### src/rtl/scr_pkg.sv
package scr_pkg;
  localparam int DATA_W  = 6;
  localparam int FRAME_W = DATA_W + 2;
  localparam int IDX_W   = $clog2(FRAME_W);
  localparam int ST_W    = 4;

  typedef enum logic [ST_W-1:0] {
    ST_ARM    = 4'd0,
    ST_REQ    = 4'd1,
    ST_B0     = 4'd2,
    ST_B1     = 4'd3,
    ST_B2     = 4'd4,
    ST_B3     = 4'd5,
    ST_B4     = 4'd6,
    ST_B5     = 4'd7,
    ST_B6     = 4'd8,
    ST_B7     = 4'd9,
    ST_SETTLE = 4'd10,
    ST_JUDGE  = 4'd11,
    ST_HOLD   = 4'd12,
    ST_RESEND = 4'd13
  } st_t;

  // even parity over data plus parity bit: a set result means corruption
  function automatic logic parity_bad(input logic [DATA_W-1:0] d, input logic p);
    return ^{d, p};
  endfunction

  // frame bits 0..6: the window where a drop of the valid level counts
  function automatic logic in_body(input st_t s);
    return (s >= ST_B0) && (s <= ST_B6);
  endfunction

  function automatic logic in_frame(input st_t s);
    return (s >= ST_B0) && (s <= ST_B7);
  endfunction
endpackage

### src/rtl/scr_capture.sv
module scr_capture
  import scr_pkg::*;
(
  input  logic              clk,
  input  logic              restart,
  input  logic              cap_en,
  input  logic [IDX_W-1:0]  cap_idx,
  input  logic              bit_in,
  output logic [DATA_W-1:0] data,
  output logic              err_q
);
  localparam int KEEP = FRAME_W - 1; // trailing bit is not stored

  logic [KEEP-1:0] frame;

  for (genvar i = 0; i < KEEP; i++) begin : g_slot
    always_ff @(posedge clk) begin
      if (restart)
        frame[i] <= 1'b0;
      else if (cap_en && (cap_idx == IDX_W'(i)))
        frame[i] <= bit_in;
    end
  end

  always_ff @(posedge clk) begin
    if (restart)
      err_q <= 1'b0;
    else
      err_q <= parity_bad(frame[DATA_W-1:0], frame[DATA_W]);
  end

  assign data = frame[DATA_W-1:0];
endmodule

### src/rtl/scr_ctrl.sv
module scr_ctrl
  import scr_pkg::*;
(
  input  logic             clk,
  input  logic             restart,
  input  logic             cont_mode,
  input  logic             valid,
  input  logic             err_q,
  output st_t              st,
  output logic             rep,
  output logic             cap_en,
  output logic [IDX_W-1:0] cap_idx,
  output logic             commit,
  output logic             ready,
  output logic             fresh
);
  st_t nxt;
  logic drop_now;

  assign drop_now = in_body(st) && !valid;

  always_comb begin
    nxt = st;
    unique case (st)
      ST_ARM:    nxt = valid ? ST_ARM : ST_REQ;
      ST_REQ:    nxt = valid ? ST_B0 : ST_REQ;
      ST_SETTLE: nxt = ST_JUDGE;
      ST_JUDGE:
        if (err_q) nxt = valid ? ST_HOLD : ST_RESEND;
        else       nxt = valid ? ST_ARM  : ST_REQ;
      ST_HOLD:   nxt = valid ? ST_HOLD : ST_RESEND;
      ST_RESEND: nxt = valid ? ST_B0 : ST_RESEND;
      ST_B7:     nxt = (!cont_mode && rep) ? ST_HOLD : ST_SETTLE;
      default: begin
        if (cont_mode && drop_now) nxt = ST_RESEND;
        else                       nxt = st_t'(st + 4'd1);
      end
    endcase
  end

  always_ff @(posedge clk) begin
    if (restart) st <= ST_ARM;
    else         st <= nxt;
  end

  always_ff @(posedge clk) begin
    if (restart)                     rep <= 1'b0;
    else if (nxt == ST_B0)           rep <= 1'b0;
    else if (!cont_mode && drop_now) rep <= 1'b1;
  end

  assign cap_en  = in_frame(st);
  assign cap_idx = IDX_W'(st - ST_B0);
  assign commit  = (st == ST_JUDGE) && !err_q;
  assign ready   = (st == ST_REQ) || (st == ST_RESEND);
  assign fresh   = (st == ST_REQ);
endmodule

### src/rtl/scr_hold.sv
module scr_hold
  import scr_pkg::*;
(
  input  logic              clk,
  input  logic              restart,
  input  logic              load,
  input  logic [DATA_W-1:0] din,
  output logic [DATA_W-1:0] dout
);
  always_ff @(posedge clk) begin
    if (restart)   dout <= '0;
    else if (load) dout <= din;
  end
endmodule

### src/rtl/serial_char_rx.sv
module serial_char_rx
  import scr_pkg::*;
(
  input  logic              clk,
  input  logic              restart,
  input  logic              cont_mode,
  input  logic              tx_valid,
  input  logic              tx_bit,
  output logic              req_ready,
  output logic              req_fresh,
  output logic              commit,
  output logic [DATA_W-1:0] char_out
);
  st_t              st_w;
  logic             rep_w;
  logic             err_w;
  logic             cap_en_w;
  logic [IDX_W-1:0] cap_idx_w;
  logic [DATA_W-1:0] data_w;

  scr_ctrl u_ctrl (
    .clk(clk), .restart(restart), .cont_mode(cont_mode), .valid(tx_valid),
    .err_q(err_w), .st(st_w), .rep(rep_w), .cap_en(cap_en_w),
    .cap_idx(cap_idx_w), .commit(commit), .ready(req_ready), .fresh(req_fresh)
  );

  scr_capture u_cap (
    .clk(clk), .restart(restart), .cap_en(cap_en_w), .cap_idx(cap_idx_w),
    .bit_in(tx_bit), .data(data_w), .err_q(err_w)
  );

  scr_hold u_hold (
    .clk(clk), .restart(restart), .load(commit), .din(data_w), .dout(char_out)
  );
endmodule

### config.mk
export PLATFORM = sky130hd
export DESIGN_NAME = serial_char_rx
export DESIGN_NICKNAME = d
export VERILOG_FILES = /design/src/rtl/scr_pkg.sv /design/src/rtl/scr_capture.sv /design/src/rtl/scr_ctrl.sv /design/src/rtl/scr_hold.sv /design/src/rtl/serial_char_rx.sv
export SDC_FILE = /design/constraint.sdc
export NUM_CORES = 1
export LEC_CHECK = 0
export BUFFER_PORTS_ARGS = -buffer_cell sky130_fd_sc_hd__buf_2
export CAP_MARGIN = 5
export CORE_MARGIN = 3
export CORE_UTILIZATION = 50
export DETAILED_ROUTE_END_ITERATION = 12
export MAX_ROUTING_LAYER = met4
export PLACE_DENSITY = 0.73
export SLEW_MARGIN = 20
export SYNTH_ARGS = -nofsm -noshare
export SYNTH_HDL_FRONTEND = slang
export SYNTH_SLANG_ARGS = --single-unit
export TNS_END_PERCENT = 1
### constraint.sdc
create_clock -name clk -period 1.8 [get_ports clk]
set_input_delay 0.45 -clock clk [delete_from_list [all_inputs] [get_ports clk]]
set_output_delay 0.45 -clock clk [all_outputs]
set_load 0.005 [all_outputs]
# Word-level counts from Yosys, hierarchy flattened
# Index checks and enable logic that the tools add are counted.
dict set report word_totals {
  reg_bits 19
  in_bits 5
  out_inout_bits 9
  word_cells 59
}
dict set report classes {
  addsub 2
  magnitude_cmp 3
  eq_ne 13
  muxes 8
  reduce_logical 22
}
# operator n
set op_table {}
lappend op_table {{case mux 4 bit (7 select lines)} 1}
lappend op_table {{equality test 4 bit, second input constant} 5}
lappend op_table {{logical AND 1 bit} 14}
lappend op_table {{2-to-1 mux 4 bit} 3}
lappend op_table {{equality test 3 bit, second input constant} 3}
lappend op_table {{less-or-equal comparator 4 bit, second input constant} 2}
lappend op_table {{XOR reduction 7 bit} 1}
lappend op_table {{equality test 3 x 2 -> 1 bit, second input constant} 2}
lappend op_table {{adder 4 x 1 -> 4 bit, second input constant} 1}
lappend op_table {{equality test 4 x 1 -> 1 bit, second input constant} 1}
lappend op_table {{equality test 4 x 2 -> 1 bit, second input constant} 1}
lappend op_table {{>= comparator 4 x 2 -> 1 bit, second input constant} 1}
lappend op_table {{logical NOT 4 bit} 1}
lappend op_table {{equality test 3 x 1 -> 1 bit, second input constant} 1}
lappend op_table {{logical NOT 1 bit} 3}
lappend op_table {{logical NOT 3 bit} 1}
lappend op_table {{2-to-1 mux 3 bit} 1}
lappend op_table {{subtractor 3 x 2 -> 3 bit, second input constant} 1}
lappend op_table {{2-to-1 mux 1 bit} 2}
lappend op_table {{2-to-1 mux 2 bit} 1}
lappend op_table {{OR reduction 2 bit} 1}
lappend op_table {{logical OR 1 bit} 1}

# Logic depth before layout (Yosys ltp)
dict set report depth {
  ltp_word 8
  ltp_mapped 8
  ltp_nobuf 7
}

# Cells and area by module
# Synthesis repeated with hierarchy kept, for this count alone.
dict set report hier_totals {
  hier_cells 128
  area_unflattened_um2 1255.0
}
# mod instances cells_each area_each_um2 seq_area_each_um2
set by_module_without_submodules {}
lappend by_module_without_submodules {scr_ctrl 1 68 583.1 100.1}
lappend by_module_without_submodules {scr_capture 1 41 457.9 160.2}
lappend by_module_without_submodules {scr_hold 1 19 214.0 120.1}

# Least setup slack after synthesis
# No wires, ideal clock.
dict set report synth_timing {
  path_kind {reg2reg}
  startpoint {register u_ctrl.st[1]}
  endpoint {register u_ctrl.st[1]}
  setup_ns 0.127
  t_arrival_ns 1.626
  required_time_ns 1.673
  path_slack_ns 0.047
  stages_incl_launch_ff 8
  path_buffers 0
  period_less_slack_ns 1.753
  cell_sequence {dfxtp_1 > inv_1 > ha_1 > nor2_1 > a221oi_2 > a31oi_2 > a221o_1 > nor2b_1}
}
dict set report synth_between {
  elab_chain_cells 6
  elab_cells_between_ends 15
  classes_between {add/sub: 1; order compare: 2; eq/ne: 6; mux: 2; reduce/logical: 4}
}
# item line
set synth_lines {}
lappend synth_lines {{start: declaration} scr_ctrl.sv:9} ;# output st_t st,
lappend synth_lines {{start signal: assignment} scr_ctrl.sv:43} ;# else st <= nxt;
lappend synth_lines {{>= comparator 4 x 2 -> 1 bit / less-or-equal comparator 4 bit (equally long branches)} scr_pkg.sv:31} ;# return (s >= ST_B0) && (s <= ST_B6);
lappend synth_lines {{logical AND 1 bit} scr_pkg.sv:31}
lappend synth_lines {{logical AND 1 bit} scr_ctrl.sv:20} ;# assign drop_now = in_body(st) && !valid;
lappend synth_lines {{logical AND 1 bit} scr_ctrl.sv:35} ;# if (cont_mode && drop_now) nxt = ST_RESEND;
lappend synth_lines {{2-to-1 mux 4 bit} scr_ctrl.sv:35}
lappend synth_lines {{case mux 4 bit (7 select lines) (*)} scr_ctrl.sv:24} ;# unique case (st)
# Mark *: on every way between the ends. The rest lies on a longest branch, timed or not.
# A chain may end at the register's enable or synchronous reset.

# Worst setup path in the final report
dict set report layout_timing {
  startpoint {register u_ctrl.st[1]}
  endpoint {output commit}
}
dict set report layout_between {
  elab_chain_cells 2
}
# item line
set layout_lines {}
lappend layout_lines {{equality test 4 bit} scr_ctrl.sv:54} ;# assign commit = (st == ST_JUDGE) && !err_q;
lappend layout_lines {{logical AND 1 bit} scr_ctrl.sv:54}
lappend layout_lines {{end: declaration} serial_char_rx.sv:11} ;# output logic commit,
# Every way passes these cells.

==> impl_metrics.env <==
export IMPL_dieHeight_um=52.9
export IMPL_dpl_cell_count=173
export IMPL_track_usage_pct=24.1
export IMPL_drive_gt1_share_pct=39.0
export IMPL_cts_made_buffers=3
export IMPL_cts_sinks=19
export IMPL_synth_compound_area_share_pct=15.5
export IMPL_grt_pass1_wl_um=4660
export IMPL_hold_viol_final=0
export IMPL_num_vias=1014
export IMPL_cts_hold_buffers=0
export IMPL_regArea_um2=390
export IMPL_final_max_slew_viol_count=0
export IMPL_grt_max_degree=20
export IMPL_clk_latency_ps=310
export IMPL_synthAdderAreaFrac_pct=6.83
export IMPL_critPathMaxStageDelay_ps=420
export IMPL_io_pins=14
export IMPL_end_kind="primary output"
export IMPL_gr_total_overflow=0
export IMPL_cp_required_ps=1350
export IMPL_post_place_ws_ps=-74.0
export IMPL_dr_pass1_iters=4
export IMPL_antenna_cells=0
export IMPL_post_drt_wl_per_cell_um=16.6
export IMPL_syn_nets=132
export IMPL_area_delta_synth_final_pct=33.2
export IMPL_antenna_found_initial=0
export IMPL_hold_end="u_cap.frame[6]"
export IMPL_place_congestion=1.01
export IMPL_outcome="finished with violations"
export IMPL_cts_buffer_depth=2
export IMPL_coreArea_um2=2020
export IMPL_nets=166
export IMPL_rsz0062_at_grt="true"
export IMPL_final_util_pct=72.5
export IMPL_hold_class="in -> reg"
export IMPL_die_w_um=52.9
export IMPL_die_area_um2=2800
export IMPL_initial_core_util_pct=54.4
export IMPL_synth_top_family_by_area="simple AND/OR/NAND/NOR gates"
export IMPL_worst_slew_margin_rel_pct=74.7
export IMPL_r2r_end="u_ctrl.st[1]"
export IMPL_grt_pass1_vias=967
export IMPL_p_leak_nw=0.632
export IMPL_final_cells=181
export IMPL_portBuffers=13
export IMPL_ys_seq_area_share_pct=34.6
export IMPL_r2r_start="u_ctrl.st[0]"
export IMPL_fill_cells=149
export IMPL_setup_violations_final=5
export IMPL_cp_max_fo=3
export IMPL_rr_worst_depth=8
export IMPL_ant_nets=0
export IMPL_drt_initial_drc_count=32
export IMPL_critPathKind="reg -> out"
export IMPL_yosysWarnings=0
export IMPL_viasPerCell=5.60
export IMPL_startpoint_type="flop"
export IMPL_synthArstFlopShare_pct=0
export IMPL_cts_htree_levels=1
export IMPL_holdPathStages=3
export IMPL_wirelength_um=3000
export IMPL_synthMuxAreaShare_pct=11.8
export IMPL_crit_arrival_ps=1400
export IMPL_p_total_mw=2.30
export IMPL_synth_xor_area_share_pct=7.17
export IMPL_fin_crit_sh_pct=103
export IMPL_r2r_slack_ps=-40
export IMPL_path_clk_slew_ps=120
export IMPL_setup_tns_ps=-142
export IMPL_synth_cell_types=37
export IMPL_fmax_ghz=0.540
export IMPL_violations="negative setup slack"
export IMPL_row_count=16
export IMPL_avgSynthCellArea_um2=9.09
export IMPL_path_cells="buf_6 -> ha_4 -> buf_6 -> nor3b_4 -> buf_2"
export IMPL_place_hpwl_um=2010
export IMPL_root_buffer="clkbuf_4"
export IMPL_synthSimpleGateAreaFrac_pct=19.0
export IMPL_drc=0
export IMPL_powerDensity_nw_per_um2=1570
export IMPL_holdWs_ps=489
export IMPL_synthFlopType="dfxtp_1"
export IMPL_fin_area_um2=1470
export IMPL_finalClockSkew_ps=1.81
export IMPL_synth_edf_count=0
export IMPL_cts_tree="yes"
export IMPL_mappedNetlistArea_um2=1100
export IMPL_cap_viol_max_count=0
export IMPL_tightest_slew_ps=379
export IMPL_netlist_instances=121
export IMPL_min_period_ps=1850
export IMPL_cpMaxStageDelayCell="dfxtp_4"
export IMPL_ir_drop_v=0.00107
export IMPL_synth_seq_cells=19
export IMPL_min_from="tx_bit"
export IMPL_multi_input_area_um2=747
export IMPL_fin_ws_ps=-53.0
export IMPL_cp_common_cell="buf_6"
export IMPL_dpl_cell_area_um2=1300
## sequential cells by signal (all words and copies together), names as in the netlist
signal / count
u_cap.data: 6
u_hold.dout: 6
u_ctrl.rep: 1
u_ctrl.st: 4
u_cap.frame: 1
u_cap.err_q: 1
## power by group
part	internal [mW]	leakage [nW]	switching [mW]
sequential	0.504	0.156	0.0944
clock	0.0830	0.0177	0.146
combinational	0.751	0.458	0.722
## Yosys cell counts (3+ instances only)
master,n,share of area [%]
nor2_1,19,6.5
nand3_1,4,1.8
xor2_1,3,2.4
inv_1,6,2.0
nand3b_1,3,2.0
nand2_1,6,2.0
xnor2_1,6,4.8
dfxtp_1,19,35
mux2i_1,13,12
ha_1,6,6.8
a31oi_1,3,1.7
## worst max-delay path by stage
stage / from / endpoint / slack [ps] / cells past startpoint
2_1_floorplan: u_ctrl.st[1] / u_ctrl.st[1] / 50 / 7
3_3_place_gp: u_ctrl.st[1] / u_ctrl.st[1] / -50 / 7
3_5_place_dp: u_ctrl.st[0] / u_cap.data[3] / -70 / 8
4_1_cts: u_ctrl.st[0] / u_ctrl.st[1] / -40 / 8
5_1_grt: u_ctrl.st[0] / u_ctrl.st[1] / -110 / 8
6_report: u_ctrl.st[1] / commit / -50 / 5
## routing by layer
| metal | routed length, um | track usage (%) | part of all wire [%] |
|---|---|---|---|
| met5 | 0 | - | 0 |
| met4 | 40 | 8.94 | 1.3 |
| met3 | 128 | 3.38 | 4.3 |
| met2 | 1500 | 38.4 | 50 |
| met1 | 1340 | 30.9 | 45 |
## worst max-delay path, delay by kind of cell, from the launching register on
| family | cells | cell delay [ps] |
|---|---|---|
| adder cells (fa/ha/maj) | 1 | 140 |
| AND/OR/NAND/NOR | 1 | 180 |
| buffers and inverters | 3 | 360 |
| flip-flops | 1 | 420 |
## cells by family after synthesis
family,count (synthesis)
simple gates,41
compound gates,21
flops,19
mux,13
buf+inv,12
xor+xnor,9
fa+ha+maj,6
## what timing repair did
item,in CTS,in global routing
setup buffers,2,2
gates cloned,0,0
resized for setup,12,15
endpoints found under the setup margin,12,13
pin swaps,3,2
## cell type report
cell class	count	area share (%)
inverters	6	1.71
flip-flops and latches	19	26.6
multi-input cells	90	51.0
well taps	27	2.31
clock inverters	1	0.342
clock buffers	3	1.54
repair buffers	35	16.5
## cells in the final DEF, fill, tap and decap left out, types with 3 or more instances in the layout
master    instances
nand3b_1          3
xor2_1            3
dfxtp_1          15
nand3_1           4
buf_4            19
mux2i_1          13
inv_1             5
nor2_1           18
ha_4              3
buf_6             3
xnor2_1           6
clkbuf_4          3
nand2_1           5
a31oi_1           3
buf_2            13
Power figures use the tool's default switching activity.
